===== config.mk =====
export PLATFORM = sky130hd
export DESIGN_NAME = dgroup_hazard
export DESIGN_NICKNAME = d
export VERILOG_FILES = /design/src/rtl/dgroup_hazard.sv
export SDC_FILE = /design/constraint.sdc
export NUM_CORES = 1
export LEC_CHECK = 0
export BUFFER_PORTS_ARGS = -buffer_cell sky130_fd_sc_hd__buf_4
export CAP_MARGIN = 40
export CORE_AREA = 2 2 42 44
export CTS_CLUSTER_SIZE = 24
export DETAILED_ROUTE_END_ITERATION = 7
export DIE_AREA = 0 0 44 46
export GPL_TIMING_DRIVEN = 0
export PLACE_DENSITY = 0.88
export SYNTH_ARGS = -nofsm -noshare
export SYNTH_HDL_FRONTEND = slang
export SYNTH_SLANG_ARGS = --single-unit

===== constraint.sdc =====
create_clock -name clk -period 3.3 [get_ports clk]
set_input_delay 0.66 -clock clk [delete_from_list [all_inputs] [get_ports clk]]
set_output_delay 0.66 -clock clk [all_outputs]
set_load 0.05 [all_outputs]

===== src/rtl/dgroup_hazard.sv =====
module dgroup_hazard #(
  parameter int SLOTS   = 5,
  parameter int FXU_CAP = 2,
  parameter int FPU_CAP = 2,
  parameter int LSU_CAP = 2
) (
  input  logic       clk,
  input  logic       rst_n,
  input  logic [3:0] cand_class,
  input  logic       ctr_write,
  input  logic       ctr_branch,
  input  logic       addr_overlap,
  input  logic       emit,
  input  logic       noop,
  input  logic       block_start,
  output logic [1:0] hazard,
  output logic       noop_err
);
  localparam int SW  = $clog2(SLOTS);
  localparam int FXW = $clog2(FXU_CAP + 1);
  localparam int FPW = $clog2(FPU_CAP + 1);
  localparam int LSW = $clog2(LSU_CAP + 1);
  localparam logic [3:0] C_FXU = 4'd1, C_LD = 4'd2, C_ST = 4'd3, C_FPU = 4'd4,
                         C_CR = 4'd5, C_VALU = 4'd6, C_VPERM = 4'd7, C_BR = 4'd8;

  logic [SW-1:0]  slots;
  logic [FXW-1:0] fxu_cnt;
  logic [FPW-1:0] fpu_cnt;
  logic [LSW-1:0] lsu_cnt;
  logic cr_used, valu_used, vperm_used, ctr_set, store_seen;

  wire is_pseudo = (cand_class == 4'd0) || (cand_class > C_BR);
  wire is_br     = cand_class == C_BR;
  wire is_ld     = cand_class == C_LD;
  wire is_st     = cand_class == C_ST;
  wire last_slot = slots == SW'(SLOTS - 1);

  logic cap_hit;
  always_comb begin
    case (cand_class)
      C_FXU:       cap_hit = fxu_cnt >= FXW'(FXU_CAP);
      C_LD, C_ST:  cap_hit = lsu_cnt >= LSW'(LSU_CAP);
      C_FPU:       cap_hit = fpu_cnt >= FPW'(FPU_CAP);
      C_CR:        cap_hit = cr_used;
      C_VALU:      cap_hit = valu_used;
      C_VPERM:     cap_hit = vperm_used;
      default:     cap_hit = 1'b0;
    endcase
  end

  wire group_hit = cap_hit || (last_slot && !is_br);
  wire noop_hit  = (is_br && ctr_branch && ctr_set) || (is_ld && addr_overlap && store_seen);

  assign hazard = is_pseudo ? 2'b00 : group_hit ? 2'b01 : noop_hit ? 2'b10 : 2'b00;

  wire real_emit = emit && !is_pseudo;
  wire take_noop = noop && !real_emit;
  assign noop_err = noop && real_emit;

  wire wipe = block_start || (real_emit && is_br) || ((real_emit || take_noop) && last_slot);

  always_ff @(posedge clk) begin
    if (!rst_n || wipe) begin
      slots      <= '0;
      fxu_cnt    <= '0;
      fpu_cnt    <= '0;
      lsu_cnt    <= '0;
      cr_used    <= 1'b0;
      valu_used  <= 1'b0;
      vperm_used <= 1'b0;
      ctr_set    <= 1'b0;
      store_seen <= 1'b0;
    end else if (real_emit) begin
      slots <= slots + 1'b1;
      if (ctr_write) ctr_set <= 1'b1;
      if (is_st) store_seen <= 1'b1;
      case (cand_class)
        C_FXU:      fxu_cnt <= fxu_cnt + 1'b1;
        C_LD, C_ST: lsu_cnt <= lsu_cnt + 1'b1;
        C_FPU:      fpu_cnt <= fpu_cnt + 1'b1;
        C_CR:       cr_used <= 1'b1;
        C_VALU:     valu_used <= 1'b1;
        C_VPERM:    vperm_used <= 1'b1;
        default: ;
      endcase
    end else if (take_noop) begin
      slots <= slots + 1'b1;
    end
  end
endmodule


==> run_summary.xml <==
<?xml version="1.0" encoding="UTF-8"?>
<metrics>
  <group name="timing">
    <metric name="timing_worst_slew_pin_value" unit="ps">472</metric>
    <metric name="finalCritPeriodShare" unit="%">78.8</metric>
    <metric name="hold_viol" unit="">0</metric>
    <metric name="finClkSkew" unit="ps">2.95</metric>
    <metric name="max_clock_freq" unit="GHz">0.385</metric>
    <metric name="shortest_period_the_worst_path_allows" unit="ps">2600</metric>
    <metric name="slew_violations" unit="">0</metric>
    <metric name="final-setup-viol-count" unit="">0</metric>
    <metric name="maxSlewHeadroom" unit="%">68.4</metric>
    <metric name="fin_tns_setup" unit="ps">0</metric>
    <metric name="setup_repair_after_global_routing_missed_its_margin" unit="">no</metric>
  </group>
  <group name="worst_setup_path">
    <metric name="criticalPathCategory" unit="">in2out</metric>
    <metric name="r2r.worst_path.cells" unit="">6</metric>
    <metric name="cell_by_cell_trace_of_the_critical_path" unit="">buf_4 &gt; or4_4 &gt; and3_2 &gt; and2_1 &gt; buf_4</metric>
    <metric name="critPathMostFrequentCell" unit="">buf_4</metric>
    <metric name="critical_path_cell_count" unit="">5</metric>
    <metric name="timing.critical_path.from_type" unit="">input port</metric>
    <metric name="max_stage_delay" unit="ps">540</metric>
    <metric name="timing.reg2reg.setup_slack" unit="ps">1600</metric>
    <metric name="worstPathMaxFanout" unit="">10</metric>
    <metric name="worst-endpoint-arrival" unit="ps">1940</metric>
    <metric name="timing.critical_path.max_delay_family" unit="">simple AND/OR/NAND/NOR gates</metric>
    <metric name="crit_path_end_kind" unit="">output port</metric>
    <metric name="cpMaxStageDelayCell" unit="">or4_4</metric>
    <metric name="crit_required" unit="ps">2640</metric>
    <metric name="crit_buf_inv" unit="">2</metric>
  </group>
  <group name="route">
    <metric name="routed_wirelength" unit="µm">1660</metric>
    <metric name="postRouteAntennaNets" unit="">0</metric>
    <metric name="first_iter_violations" unit="">14</metric>
    <metric name="remaining_drc_errors" unit="">0</metric>
    <metric name="drtPass1Iterations" unit="">4</metric>
    <metric name="routed_via_density" unit="">5.71</metric>
    <metric name="routed-via-count" unit="">731</metric>
    <metric name="detail_route.wl_per_cell" unit="µm">12.9</metric>
  </group>
  <group name="clocking">
    <metric name="cts.clk_slew.worst_paths" unit="ps">90</metric>
    <metric name="clock_sink_count" unit="">14</metric>
    <metric name="cts_repair_resized_insts" unit="">0</metric>
    <metric name="postCtsHoldBufs" unit="">0</metric>
    <metric name="tritoncts" unit="">built</metric>
    <metric name="cts_buffers" unit="">3</metric>
    <metric name="latest_clock_arrival_within_the_worst_skew_pair" unit="ps">280</metric>
    <metric name="post_cts_buffers" unit="">0</metric>
    <metric name="clk_path_buf_depth" unit="">2</metric>
    <metric name="clock-root-buffer" unit="">clkbuf_4</metric>
    <metric name="ctsHtreeMaxLevel" unit="">1</metric>
  </group>
  <group name="yosys">
    <metric name="yosys.cell_types.count" unit="">35</metric>
    <metric name="post_synth_main_area_contributors" unit="">dfxtp_1, ha_1, nor2_1, xnor2_1, inv_1</metric>
    <metric name="mappedNetlistArea" unit="µm²">831</metric>
    <metric name="ys_top_cells_by_count" unit="">dfxtp_1, nor2_1, inv_1</metric>
    <metric name="synth_most_common_cell" unit="">dfxtp_1</metric>
    <metric name="async_flop_share" unit="%">0</metric>
    <metric name="synth.ff_latch_count" unit="">14</metric>
    <metric name="synth_edf_count" unit="">0</metric>
    <metric name="syn_area_per_cell" unit="µm²">8.56</metric>
    <metric name="ys.flop_type" unit="">dfxtp_1</metric>
    <metric name="synth_seq_area_share" unit="%">33.7</metric>
    <metric name="netlist.top_cell.by_area" unit="">dfxtp_1</metric>
    <metric name="synth-warning-count" unit="">0</metric>
    <metric name="net_count_of_the_mapped_netlist" unit="">114</metric>
    <metric name="synthesis.instances" unit="">97</metric>
    <metric name="synthDominantCellAreaShare" unit="%">33.7</metric>
  </group>
  <group name="floorplan">
    <metric name="die_area" unit="mm²">0.00202</metric>
    <metric name="dieHeight" unit="µm">46</metric>
    <metric name="initial_standard_cell_utilization_of_the_core" unit="%">51.5</metric>
    <metric name="floorplan.rows" unit="">15</metric>
    <metric name="boundaryPins" unit="">15</metric>
    <metric name="fp.dieW" unit="µm">44</metric>
    <metric name="design.core.area" unit="mm²">0.00161</metric>
  </group>
  <group name="place">
    <metric name="hpwlAfterDp" unit="µm">1250</metric>
    <metric name="placement.io_buffers" unit="">10</metric>
    <metric name="place_congestion" unit="">0.784</metric>
  </group>
  <group name="finish">
    <metric name="syn2layout_area_growth" unit="%">16.0</metric>
    <metric name="antenna-diode-count" unit="">0</metric>
    <metric name="finish.net_count" unit="">129</metric>
    <metric name="layout_cell_share_with_drive_strength_beyond_1" unit="%">23.4</metric>
  </group>
  <group name="pwr">
    <metric name="power_leakage" unit="nW">0.367</metric>
    <metric name="fin_total_pwr" unit="mW">0.351</metric>
    <metric name="powerDensity" unit="mW/mm²">365</metric>
    <metric name="ir_worst_vdd" unit="mV">0.226</metric>
  </group>
  <group name="global_route">
    <metric name="grt_remaining_overflow" unit="">0</metric>
    <metric name="grt_start_max_net_pins" unit="">11</metric>
    <metric name="first_pass_grt_wire_length" unit="µm">2670</metric>
    <metric name="number_of_antenna_violations_at_the_first_check_in_global_routing" unit="">0</metric>
    <metric name="first_global_vias" unit="">648</metric>
    <metric name="global_route.usage.total" unit="%">18.1</metric>
  </group>
  <group name="min_path">
    <metric name="hold_class" unit="">reg2reg</metric>
    <metric name="hold_path_depth" unit="">2</metric>
  </group>
  <group name="run">
    <metric name="max_cap_violations" unit="">0</metric>
  </group>
  <group name="run_status">
    <metric name="status" unit="">finished, final reports clean</metric>
  </group>
</metrics>
==> layout by cell type (no fill, tap or decap), types with 2 or more instances in the layout <==
cell type | netlist | layout
nand4_1 | 2 | 2
nand2_1 | 4 | 4
a32oi_1 | 2 | 2
buf_2 | 2 | 2
ha_1 | 5 | 5
or2_2 | 2 | 2
a211oi_1 | 3 | 3
nor2b_1 | 3 | 3
xnor2_1 | 4 | 4
o21ai_0 | 3 | 3
a21oi_1 | 5 | 5
a41oi_1 | 2 | 2
dfxtp_1 | 14 | 14
buf_4 | 1 | 11
clkbuf_4 | 0 | 3
and2_1 | 2 | 2
o211ai_1 | 2 | 2
and3_1 | 4 | 4
inv_1 | 8 | 8
nor2_1 | 13 | 13
==> tightest hold or removal path, cell delays in order, from the launching register on <==
cell	delay [ps]
dfxtp_1	340
a21oi_1	40
nor2_1	70
==> where the power goes <==
part / internal [mW] / switching, mW / leakage [nW] / total (mW)
clock: 0.0672 / 0.0598 / 0.0210 / 0.127
combinational: 0.0219 / 0.0296 / 0.233 / 0.0515
sequential: 0.171 / 0.00150 / 0.113 / 0.173
==> layer usage <==
| layer | wire (µm) | part of all wire, % | track usage, % | vias to the layer above |
|---|---|---|---|---|
| li1 | - | - | - | 370 |
| met1 | 688 | 42 | 23.1 | 335 |
| met2 | 867 | 52 | 30.6 | 21 |
| met3 | 77 | 4.7 | 2.38 | 5 |
| met4 | 21 | 1.3 | 7.27 | 0 |
| met5 | 0 | 0 | 0 | - |
==> worst paths after layout <==
path,from,endpoint
worst max-delay path,cand_class[1],noop_err
worst min-delay path,ctr_set,ctr_set
worst max register to register,slots[0],valu_used
worst min register to register,ctr_set,ctr_set
==> cells by family after synthesis <==
kind of cell,Yosys count,synth area share (%)
fa+ha+maj,5,7.53
buf+inv,13,7.53
simple gates,39,25.5
compound gates,22,21.5
xor+xnor,4,4.22
flops,14,33.7
==> registers in the layout, summed over array words and instances (netlist names) <==
| name | count |
|---|---|
| fxu_cnt | 2 |
| fpu_cnt | 2 |
| valu_used | 1 |
| store_seen | 1 |
| ctr_set | 1 |
| lsu_cnt | 2 |
| slots | 3 |
| cr_used | 1 |
| vperm_used | 1 |
==> area by class of cell <==
cell class,instances,area (µm²)
inverter,8,30.0
timing repair buffer,10,75.1
fill,155,651
tap,17,21.3
multi-input combinational,70,488
buffer,5,32.5
sequential,14,280
clock buffer,4,36.3
==> metrics by stage <==
| stage | cells | utilization (%) | setup slack (ps) | hold WS, ps | area (µm²) |
|---|---|---|---|---|---|
| floorplan | 97 | - | 501 | 434 | 831 |
| global placement | 124 | 57.4 | 706 | 448 | 927 |
| detailed placement | 124 | 57.4 | 701 | 456 | 927 |
| CTS | 128 | 59.7 | 702 | 481 | 963 |
| global route | 128 | 59.7 | 633 | 490 | 963 |
| finish | 128 | 59.7 | 700 | 479 | 963 |
No activity file was read; power rests on OpenSTA's default activity.
